[config.mk]
export PLATFORM = sky130hd
export DESIGN_NAME = uart_autoflow
export DESIGN_NICKNAME = d
export VERILOG_FILES = /design/src/rtl/uart_afc_pkg.sv /design/src/rtl/uart_afc_thresh.sv /design/src/rtl/uart_afc_rts_gate.sv /design/src/rtl/uart_afc_cts_sync.sv /design/src/rtl/uart_autoflow.sv
export SDC_FILE = /design/constraint.sdc
export NUM_CORES = 1
export LEC_CHECK = 0
export BUFFER_PORTS_ARGS = -buffer_cell sky130_fd_sc_hd__clkbuf_2
export CAP_MARGIN = 30
export CORE_MARGIN = 1.5
export CORE_UTILIZATION = 40
export DETAILED_ROUTE_END_ITERATION = 8
export GPL_TIMING_DRIVEN = 0
export MAX_ROUTING_LAYER = met4
export PLACE_DENSITY = 0.62
export SYNTH_ARGS = -nofsm -noshare
export SYNTH_HDL_FRONTEND = slang
export SYNTH_SLANG_ARGS = --single-unit
[constraint.sdc]
create_clock -name clk -period 6.3 [get_ports clk]
set_input_delay 1.575 -clock clk [delete_from_list [all_inputs] [get_ports clk]]
set_output_delay 1.575 -clock clk [all_outputs]
set_load 0.005 [all_outputs]
[src/rtl/uart_afc_pkg.sv]
// Shared constants and the hysteresis lookup for the flow control block.
// Assumes FIFO count widths of at least 6 bits, so every table entry fits.
package uart_afc_pkg;

    localparam int          HYST_W   = 4;
    localparam int          HCHAR_W  = 6;
    localparam logic [1:0]  TBL_HYST = 2'b11;

    typedef logic [HYST_W-1:0]  hyst_code_t;
    typedef logic [HCHAR_W-1:0] hyst_chars_t;

    // Maps the 4-bit hysteresis code to a character count; this mapping is non-linear.
    function automatic hyst_chars_t hyst_chars(input hyst_code_t code);
        case (code)
            4'd0:  return 6'd0;
            4'd1:  return 6'd4;
            4'd2:  return 6'd6;
            4'd3:  return 6'd8;
            4'd4:  return 6'd8;
            4'd5:  return 6'd16;
            4'd6:  return 6'd24;
            4'd7:  return 6'd32;
            4'd8:  return 6'd40;
            4'd9:  return 6'd44;
            4'd10: return 6'd48;
            4'd11: return 6'd52;
            4'd12: return 6'd12;
            4'd13: return 6'd20;
            4'd14: return 6'd28;
            default: return 6'd36;
        endcase
    endfunction

endpackage

[src/rtl/uart_afc_thresh.sv]
// Computes the pause (high) and resume (low) marks for the receive side.
// Purely combinational. The marks are one bit wider than the count so that
// trigger + hysteresis cannot wrap. Assumes CNT_W >= 6.
module uart_afc_thresh
    import uart_afc_pkg::*;
#(
    parameter int CNT_W = 7
) (
    input  logic [1:0]       tbl_sel,
    input  hyst_code_t       hyst_code,
    input  logic [CNT_W-1:0] rx_trig,
    input  logic [CNT_W-1:0] next_trig,
    output logic [CNT_W:0]   hi_mark,
    output logic [CNT_W:0]   lo_mark
);
    localparam int MW = CNT_W + 1;

    logic          use_hyst;
    logic [MW-1:0] trig_x;
    logic [MW-1:0] hyst_x;

    // Choose between the hysteresis band and the next-trigger-level fallback.
    always_comb begin
        use_hyst = (tbl_sel == TBL_HYST) && (hyst_code != '0);
        trig_x   = {1'b0, rx_trig};
        hyst_x   = MW'(hyst_chars(hyst_code));
        if (use_hyst) begin
            hi_mark = trig_x + hyst_x;
            lo_mark = (trig_x > hyst_x) ? (trig_x - hyst_x) : '0;
        end else begin
            hi_mark = {1'b0, next_trig};
            lo_mark = (rx_trig == '0) ? '0 : (trig_x - MW'(1));
        end
    end

endmodule

[src/rtl/uart_afc_rts_gate.sv]
// Holds the receive-side pause state. Sets it when the count reaches the high
// mark, clears it at or below the low mark, and holds it in between. Pause
// has priority over resume. Disabling automatic control clears the state.
module uart_afc_rts_gate #(
    parameter int CNT_W = 7
) (
    input  logic             clk,
    input  logic             rst_n,
    input  logic             enable,
    input  logic [CNT_W-1:0] count,
    input  logic [CNT_W:0]   hi_mark,
    input  logic [CNT_W:0]   lo_mark,
    output logic             paused
);
    logic [CNT_W:0] cnt_x;
    logic           at_hi;
    logic           at_lo;

    // Compare the widened count against both marks.
    always_comb begin
        cnt_x = {1'b0, count};
        at_hi = cnt_x >= hi_mark;
        at_lo = cnt_x <= lo_mark;
    end

    // Pause state register with hold band and pause-first priority.
    always_ff @(posedge clk) begin
        if (!rst_n)       paused <= 1'b0;
        else if (!enable) paused <= 1'b0;
        else if (at_hi)   paused <= 1'b1;
        else if (at_lo)   paused <= 1'b0;
    end

    p_pause_at_hi_r2: assert property (@(posedge clk) disable iff (!rst_n)
        (enable && at_hi) |=> paused);
    p_resume_at_lo_r3: assert property (@(posedge clk) disable iff (!rst_n)
        (enable && at_lo && !at_hi) |=> !paused);
    p_hold_band_r4: assert property (@(posedge clk) disable iff (!rst_n)
        (enable && !at_lo && !at_hi) |=> (paused == $past(paused)));
    p_disable_clears_r6: assert property (@(posedge clk) disable iff (!rst_n)
        !enable |=> !paused);

endmodule

[src/rtl/uart_afc_cts_sync.sv]
// Two-flop synchronizer for the monitored active-low clear input. Both
// flops reset to 1 (deasserted), so transmission is held off until a
// real low level has passed through.
module uart_afc_cts_sync #(
    parameter int STAGES = 2
) (
    input  logic clk,
    input  logic rst_n,
    input  logic raw_n,
    output logic sync_n
);
    logic [STAGES-1:0] chain;
    logic [1:0]        cyc;

    // Shift the raw pin through the synchronizer chain.
    always_ff @(posedge clk) begin
        if (!rst_n) chain <= '1;
        else        chain <= {chain[STAGES-2:0], raw_n};
    end

    assign sync_n = chain[STAGES-1];

    // Count edges since reset (saturating) to qualify the latency check.
    always_ff @(posedge clk) begin
        if (!rst_n)         cyc <= 2'd0;
        else if (cyc != 2'd2) cyc <= cyc + 2'd1;
    end

    p_sync_reset_r9: assert property (@(posedge clk)
        !rst_n |=> sync_n);
    p_sync_latency_r8: assert property (@(posedge clk) disable iff (!rst_n)
        (cyc == 2'd2) |-> (sync_n == $past(raw_n, 2)));

endmodule

[src/rtl/uart_autoflow.sv]
// Top level of automatic modem-line flow control for one UART channel.
// Chooses the RTS/CTS or DTR/DSR pin pair, drives the request output from
// the pause state or the software bit, and gates the transmit start permission
// with the synchronized clear input. Assumes all inputs except the modem
// pins are synchronous to clk.
module uart_autoflow
    import uart_afc_pkg::*;
#(
    parameter int CNT_W = 7
) (
    input  logic             clk,
    input  logic             rst_n,
    input  logic [CNT_W-1:0] rx_count,
    input  logic [CNT_W-1:0] rx_trig,
    input  logic [CNT_W-1:0] next_trig,
    input  logic [1:0]       tbl_sel,
    input  logic [3:0]       hyst_code,
    input  logic             auto_rts_en,
    input  logic             auto_cts_en,
    input  logic             pin_sel,
    input  logic             sw_rts,
    input  logic             sw_dtr,
    input  logic             cts_n,
    input  logic             dsr_n,
    output logic             rts_n,
    output logic             dtr_n,
    output logic             tx_go
);
    logic [CNT_W:0] hi_mark;
    logic [CNT_W:0] lo_mark;
    logic           paused;
    logic           mon_raw_n;
    logic           mon_sync_n;
    logic           req_auto_n;

    uart_afc_thresh #(.CNT_W(CNT_W)) u_thresh (
        .tbl_sel   (tbl_sel),
        .hyst_code (hyst_code),
        .rx_trig   (rx_trig),
        .next_trig (next_trig),
        .hi_mark   (hi_mark),
        .lo_mark   (lo_mark)
    );

    uart_afc_rts_gate #(.CNT_W(CNT_W)) u_gate (
        .clk     (clk),
        .rst_n   (rst_n),
        .enable  (auto_rts_en),
        .count   (rx_count),
        .hi_mark (hi_mark),
        .lo_mark (lo_mark),
        .paused  (paused)
    );

    // Select the monitored modem input.
    assign mon_raw_n = pin_sel ? dsr_n : cts_n;

    uart_afc_cts_sync #(.STAGES(2)) u_sync (
        .clk    (clk),
        .rst_n  (rst_n),
        .raw_n  (mon_raw_n),
        .sync_n (mon_sync_n)
    );

    // Drive the selected request pin from the pause state or its software bit.
    always_comb begin
        req_auto_n = auto_rts_en ? paused : 1'b0;
        if (pin_sel) begin
            rts_n = ~sw_rts;
            dtr_n = auto_rts_en ? req_auto_n : ~sw_dtr;
        end else begin
            rts_n = auto_rts_en ? req_auto_n : ~sw_rts;
            dtr_n = ~sw_dtr;
        end
    end

    // Withhold start-of-character permission while the synchronized input is high.
    assign tx_go = !(auto_cts_en && mon_sync_n);

    p_lo_not_above_trig_r3: assert property (@(posedge clk) disable iff (!rst_n)
        lo_mark <= {1'b0, rx_trig});
    p_go_when_cts_off_r8: assert property (@(posedge clk) disable iff (!rst_n)
        !auto_cts_en |-> tx_go);
    p_pin_idle_r7: assert property (@(posedge clk) disable iff (!rst_n)
        pin_sel |-> (rts_n == !sw_rts));

endmodule

==> results_tabular.tex <==
\begin{tabular}{lr}
\hline
Metric & Value \\
\hline
\multicolumn{2}{l}{\textbf{Worst setup path}} \\
\quad Worst Path Required & 6.41 ns \\
\quad Critical Path Fanout Max & 5 \\
\quad Critical Setup Path Class & in2reg \\
\quad Critical path data arrival time & roughly 4.7 ns \\
\quad Startpoint types & input port \\
\quad Endpoint class of the critical path & flop \\
\multicolumn{2}{l}{\textbf{Logic synthesis}} \\
\quad Number of warnings reported in the yosys synthesis log & 0 \\
\quad Synth Area per Inst & 7.45 sq um \\
\quad Share of async-settable or async-resettable flops after synthesis & 0\% \\
\quad Seq cells post-synth & 3 \\
\quad Seq/Total Area, Yosys & 4.82\% \\
\quad Top flip-flop cell by instance count after synthesis & sky130\_fd\_sc\_hd\_\_dfxtp\_1 \\
\quad Synth unique cells & 44 \\
\quad Post-Syn Nets & approximately 230 \\
\quad Number of flops mapped to enable cells by yosys & 0 \\
\quad Area of the mapped netlist & 0.00124 sq mm \\
\quad Cells after Synth & 167 \\
\multicolumn{2}{l}{\textbf{Timing}} \\
\quad Actual slew at the worst max-slew pin & approximately 0.47 ns \\
\quad Shortest clock period the worst path allows after layout & 4.60 ns \\
\quad Post-route fraction of the period consumed by the critical path & 73.0\% \\
\quad Unrepaired setup endpoints after global routing & no \\
\quad Total negative setup slack & 0 ns \\
\quad Maximum operating frequency & 217 MHz \\
\quad Worst relative slew slack & between 60\% and 70\% \\
\quad Clock skew & 0.00183 ns \\
\quad Pins Over Slew Limit & 0 \\
\quad Final Setup Violations & 0 \\
\quad Final hold vios & 0 \\
\multicolumn{2}{l}{\textbf{Clock network}} \\
\quad Count of cells resized by post-cts repair & 0 \\
\quad Clk root buf & sky130\_fd\_sc\_hd\_\_clkbuf\_4 \\
\quad Buffers from clock root to sink, at most & 2 \\
\quad Clock network latency to the later pin of the worst-skew pair & 0.23 ns \\
\quad Number of buffers added by the clock tree synthesis step & 3 \\
\quad Post-CTS setup repair buffer count & 0 \\
\quad Clock tree from TritonCTS & done \\
\quad CTS sink count & 3 \\
\quad Hold\_buf cts & 0 \\
\quad CTS H-tree lvls & 1 \\
\quad Clock transition at path regs & 0.04 ns \\
\multicolumn{2}{l}{\textbf{Cells and area}} \\
\quad Number of cells in the finished layout apart from fillers & 241 \\
\quad Count of inserted antenna diode cells & 0 \\
\quad Fin util & 49.9\% \\
\quad Flip-flop and latch area & approximately 60 sq um \\
\quad Share of final-layout standard cells stronger than drive strength 1 & between 20\% and 30\% \\
\quad Nets & 276 \\
\quad Fill cells & 320 \\
\quad Most common cell after layout, fill and taps aside & sky130\_fd\_sc\_hd\_\_clkbuf\_2 \\
\quad Top library cells by usage in the layout, fill and taps aside & 37 x sky130\_fd\_sc\_hd\_\_clkbuf\_2, 29 x sky130\_fd\_sc\_hd\_\_ha\_1, 22 x sky130\_fd\_sc\_hd\_\_a21oi\_1, 16 x sky130\_fd\_sc\_hd\_\_nand2\_1, 14 x sky130\_fd\_sc\_hd\_\_inv\_1 \\
\quad Post-synthesis to final-layout area growth & 20.3\% \\
\quad Area used by multi-input combinational logic & 0.00112 sq mm \\
\multicolumn{2}{l}{\textbf{Power}} \\
\quad Peak ir drop on the vdd network & 0.0376 mV \\
\quad Relative contribution of combinational cells to total power & between 60\% and 70\% \\
\quad Part of the power in registers & approximately an eighth \\
\quad Int Power & 0.0966 mW \\
\quad P per Cell Area & 114 mW/mm\^{}2 \\
\quad Static Leakage & 0.761 nW \\
\quad Switching Fraction & 43.6\% \\
\quad Clock network fraction of design power & 19.2\% \\
\quad P\_sw & 0.0746 mW \\
\multicolumn{2}{l}{\textbf{Routing}} \\
\quad Wire length per cell after detailed routing & roughly 12 microns \\
\quad Via Count & approximately 1300 \\
\quad Routed Wire Length & 2950 microns \\
\quad Via/cell ratio & 5.39 \\
\quad Total DRC errors in the routed layout & 0 \\
\quad Number of DRC markers in iteration 0 & between 40 and 50 \\
\quad Count of antenna-violating nets left after detailed routing & 0 \\
\quad Number of detailed-routing iterations run before antenna repair & 4 \\
\multicolumn{2}{l}{\textbf{Hold path}} \\
\quad Worst hold-check path type & reg2reg \\
\multicolumn{2}{l}{\textbf{Placement}} \\
\quad \# port buffers & 37 \\
\quad Dpl hpwl & 2630 microns \\
\quad Placed instance count & 237 \\
\quad Routability Congestion & 0.981 \\
\multicolumn{2}{l}{\textbf{Global routing}} \\
\quad All-Layer GR Usage & 17.7\% \\
\quad First-pass GRT wire length & 4720 microns \\
\quad GR Overflow Total & 0 \\
\quad Vias in the first global route & about 1200 \\
\quad Maximum number of pins on one net before global-route repair & 11 \\
\quad Number of antenna violations at the first check in global routing & 0 \\
\multicolumn{2}{l}{\textbf{Floorplan}} \\
\quad Horizontal extent of the die & 58.8 microns \\
\quad Std cell rows & 20 \\
\quad Initial Util & about two fifths \\
\quad Number of ports placed on the die boundary & 39 \\
\quad Die area & 0.00346 sq mm \\
\quad Die boundary height & around 60 microns \\
\quad Std-Cell Core Area & about 0.0030 sq mm \\
\multicolumn{2}{l}{\textbf{Job}} \\
\quad Max Cap Violations & 0 \\
\multicolumn{2}{l}{\textbf{Outcome}} \\
\quad Outcome & finished clean \\
\hline
\end{tabular}
## registers in the layout (all words and copies together), names as in the netlist
register	flops
u_gate.paused	1
u_sync.chain	2
## synth_stat cells (all sizes together), types with 3 or more instances
master	instances	area share (%)
a21o	5	3.6
a21oi	22	8.8
a31oi	3	2.7
dfxtp	3	4.8
ha	29	29
inv	14	4.2
mux2i	3	2.4
nand2	16	4.8
nor2	13	4.1
nor2b	3	1.5
o21ai	10	4.0
o21bai	3	1.8
xnor2	7	4.9
## power by group through the flow
stage | Clock, mW | Sequential (mW) | Combinational (mW)
5_1_grt | 0.0369 | 0.0212 | 0.134
3_3_place_gp | 0 | 0.0213 | 0.114
2_1_floorplan | 0 | 0.0211 | 0.0804
3_5_place_dp | 0 | 0.0213 | 0.117
6_report | 0.0328 | 0.0210 | 0.117
4_1_cts | 0.0346 | 0.0210 | 0.118
## cells by family after synthesis
logic type	count (synthesis)	share of synthesized area, %
mux	4	3.32
fa+ha+maj	31	32.4
xor+xnor	8	5.63
simple gates	47	18.0
flops	3	4.82
buf+inv	16	4.92
compound gates	58	31.0
## layer usage
metal,wire length (microns),vias to the layer above,share of wire (%),global-route usage (%)
met3,118,6,4.0,1.32
met2,1310,34,45,30.5
met1,1440,570,49,21.9
li1,-,689,-,-
met4,75,0,2.5,5.19
met5,0,-,0,-
## per-stage QoR
stage	instance area [sq um]	hold slack (ns)	worst slack, ns	power, mW
4_1_cts	1500	0.415	1.68	0.174
3_5_place_dp	1470	0.413	1.45	0.139
6_report	1500	0.413	1.70	0.171
5_1_grt	1500	0.448	1.43	0.192
3_3_place_gp	1470	0.393	1.50	0.136
2_1_floorplan	1240	0.386	1.98	0.102
## final timing paths
kind / start / end / slack [ns] / cells past startpoint
setup / recovery: hyst_code[0] / u_gate.paused / 1.70 / 17
hold / removal: u_sync.chain[0] / u_sync.chain[1] / 0.41 / 1
setup reg to reg: u_gate.paused / u_gate.paused / 5.16 / 4
hold reg to reg: u_sync.chain[0] / u_sync.chain[1] / 0.41 / 1
## cell type report
| cell class | count | area share [%] |
|---|---|---|
| multi-input cells | 148 | 75.0 |
| plain buffers | 2 | 0.585 |
| flip-flops and latches | 3 | 4.01 |
| inverters | 14 | 3.51 |
| repair buffers | 37 | 12.4 |
| clock buffers | 4 | 1.75 |
| well taps | 33 | 2.76 |
## worst max-delay path: stages
cell	delay, ns
sky130_fd_sc_hd__clkbuf_2	0.11
sky130_fd_sc_hd__ha_1	0.20
sky130_fd_sc_hd__nor2b_1	0.13
sky130_fd_sc_hd__a211oi_1	0.23
sky130_fd_sc_hd__a21oi_1	0.09
sky130_fd_sc_hd__ha_1	0.36
sky130_fd_sc_hd__nor3_1	0.26
sky130_fd_sc_hd__nand2_1	0.15
sky130_fd_sc_hd__a31oi_4	0.21
sky130_fd_sc_hd__and2_1	0.21
sky130_fd_sc_hd__a21oi_1	0.09
sky130_fd_sc_hd__ha_1	0.31
sky130_fd_sc_hd__nand4_1	0.12
sky130_fd_sc_hd__o2111ai_1	0.22
sky130_fd_sc_hd__a31o_2	0.13
sky130_fd_sc_hd__a41oi_1	0.05
sky130_fd_sc_hd__a22o_1	0.26
Note: power is estimated with default switching activity, not from simulation.
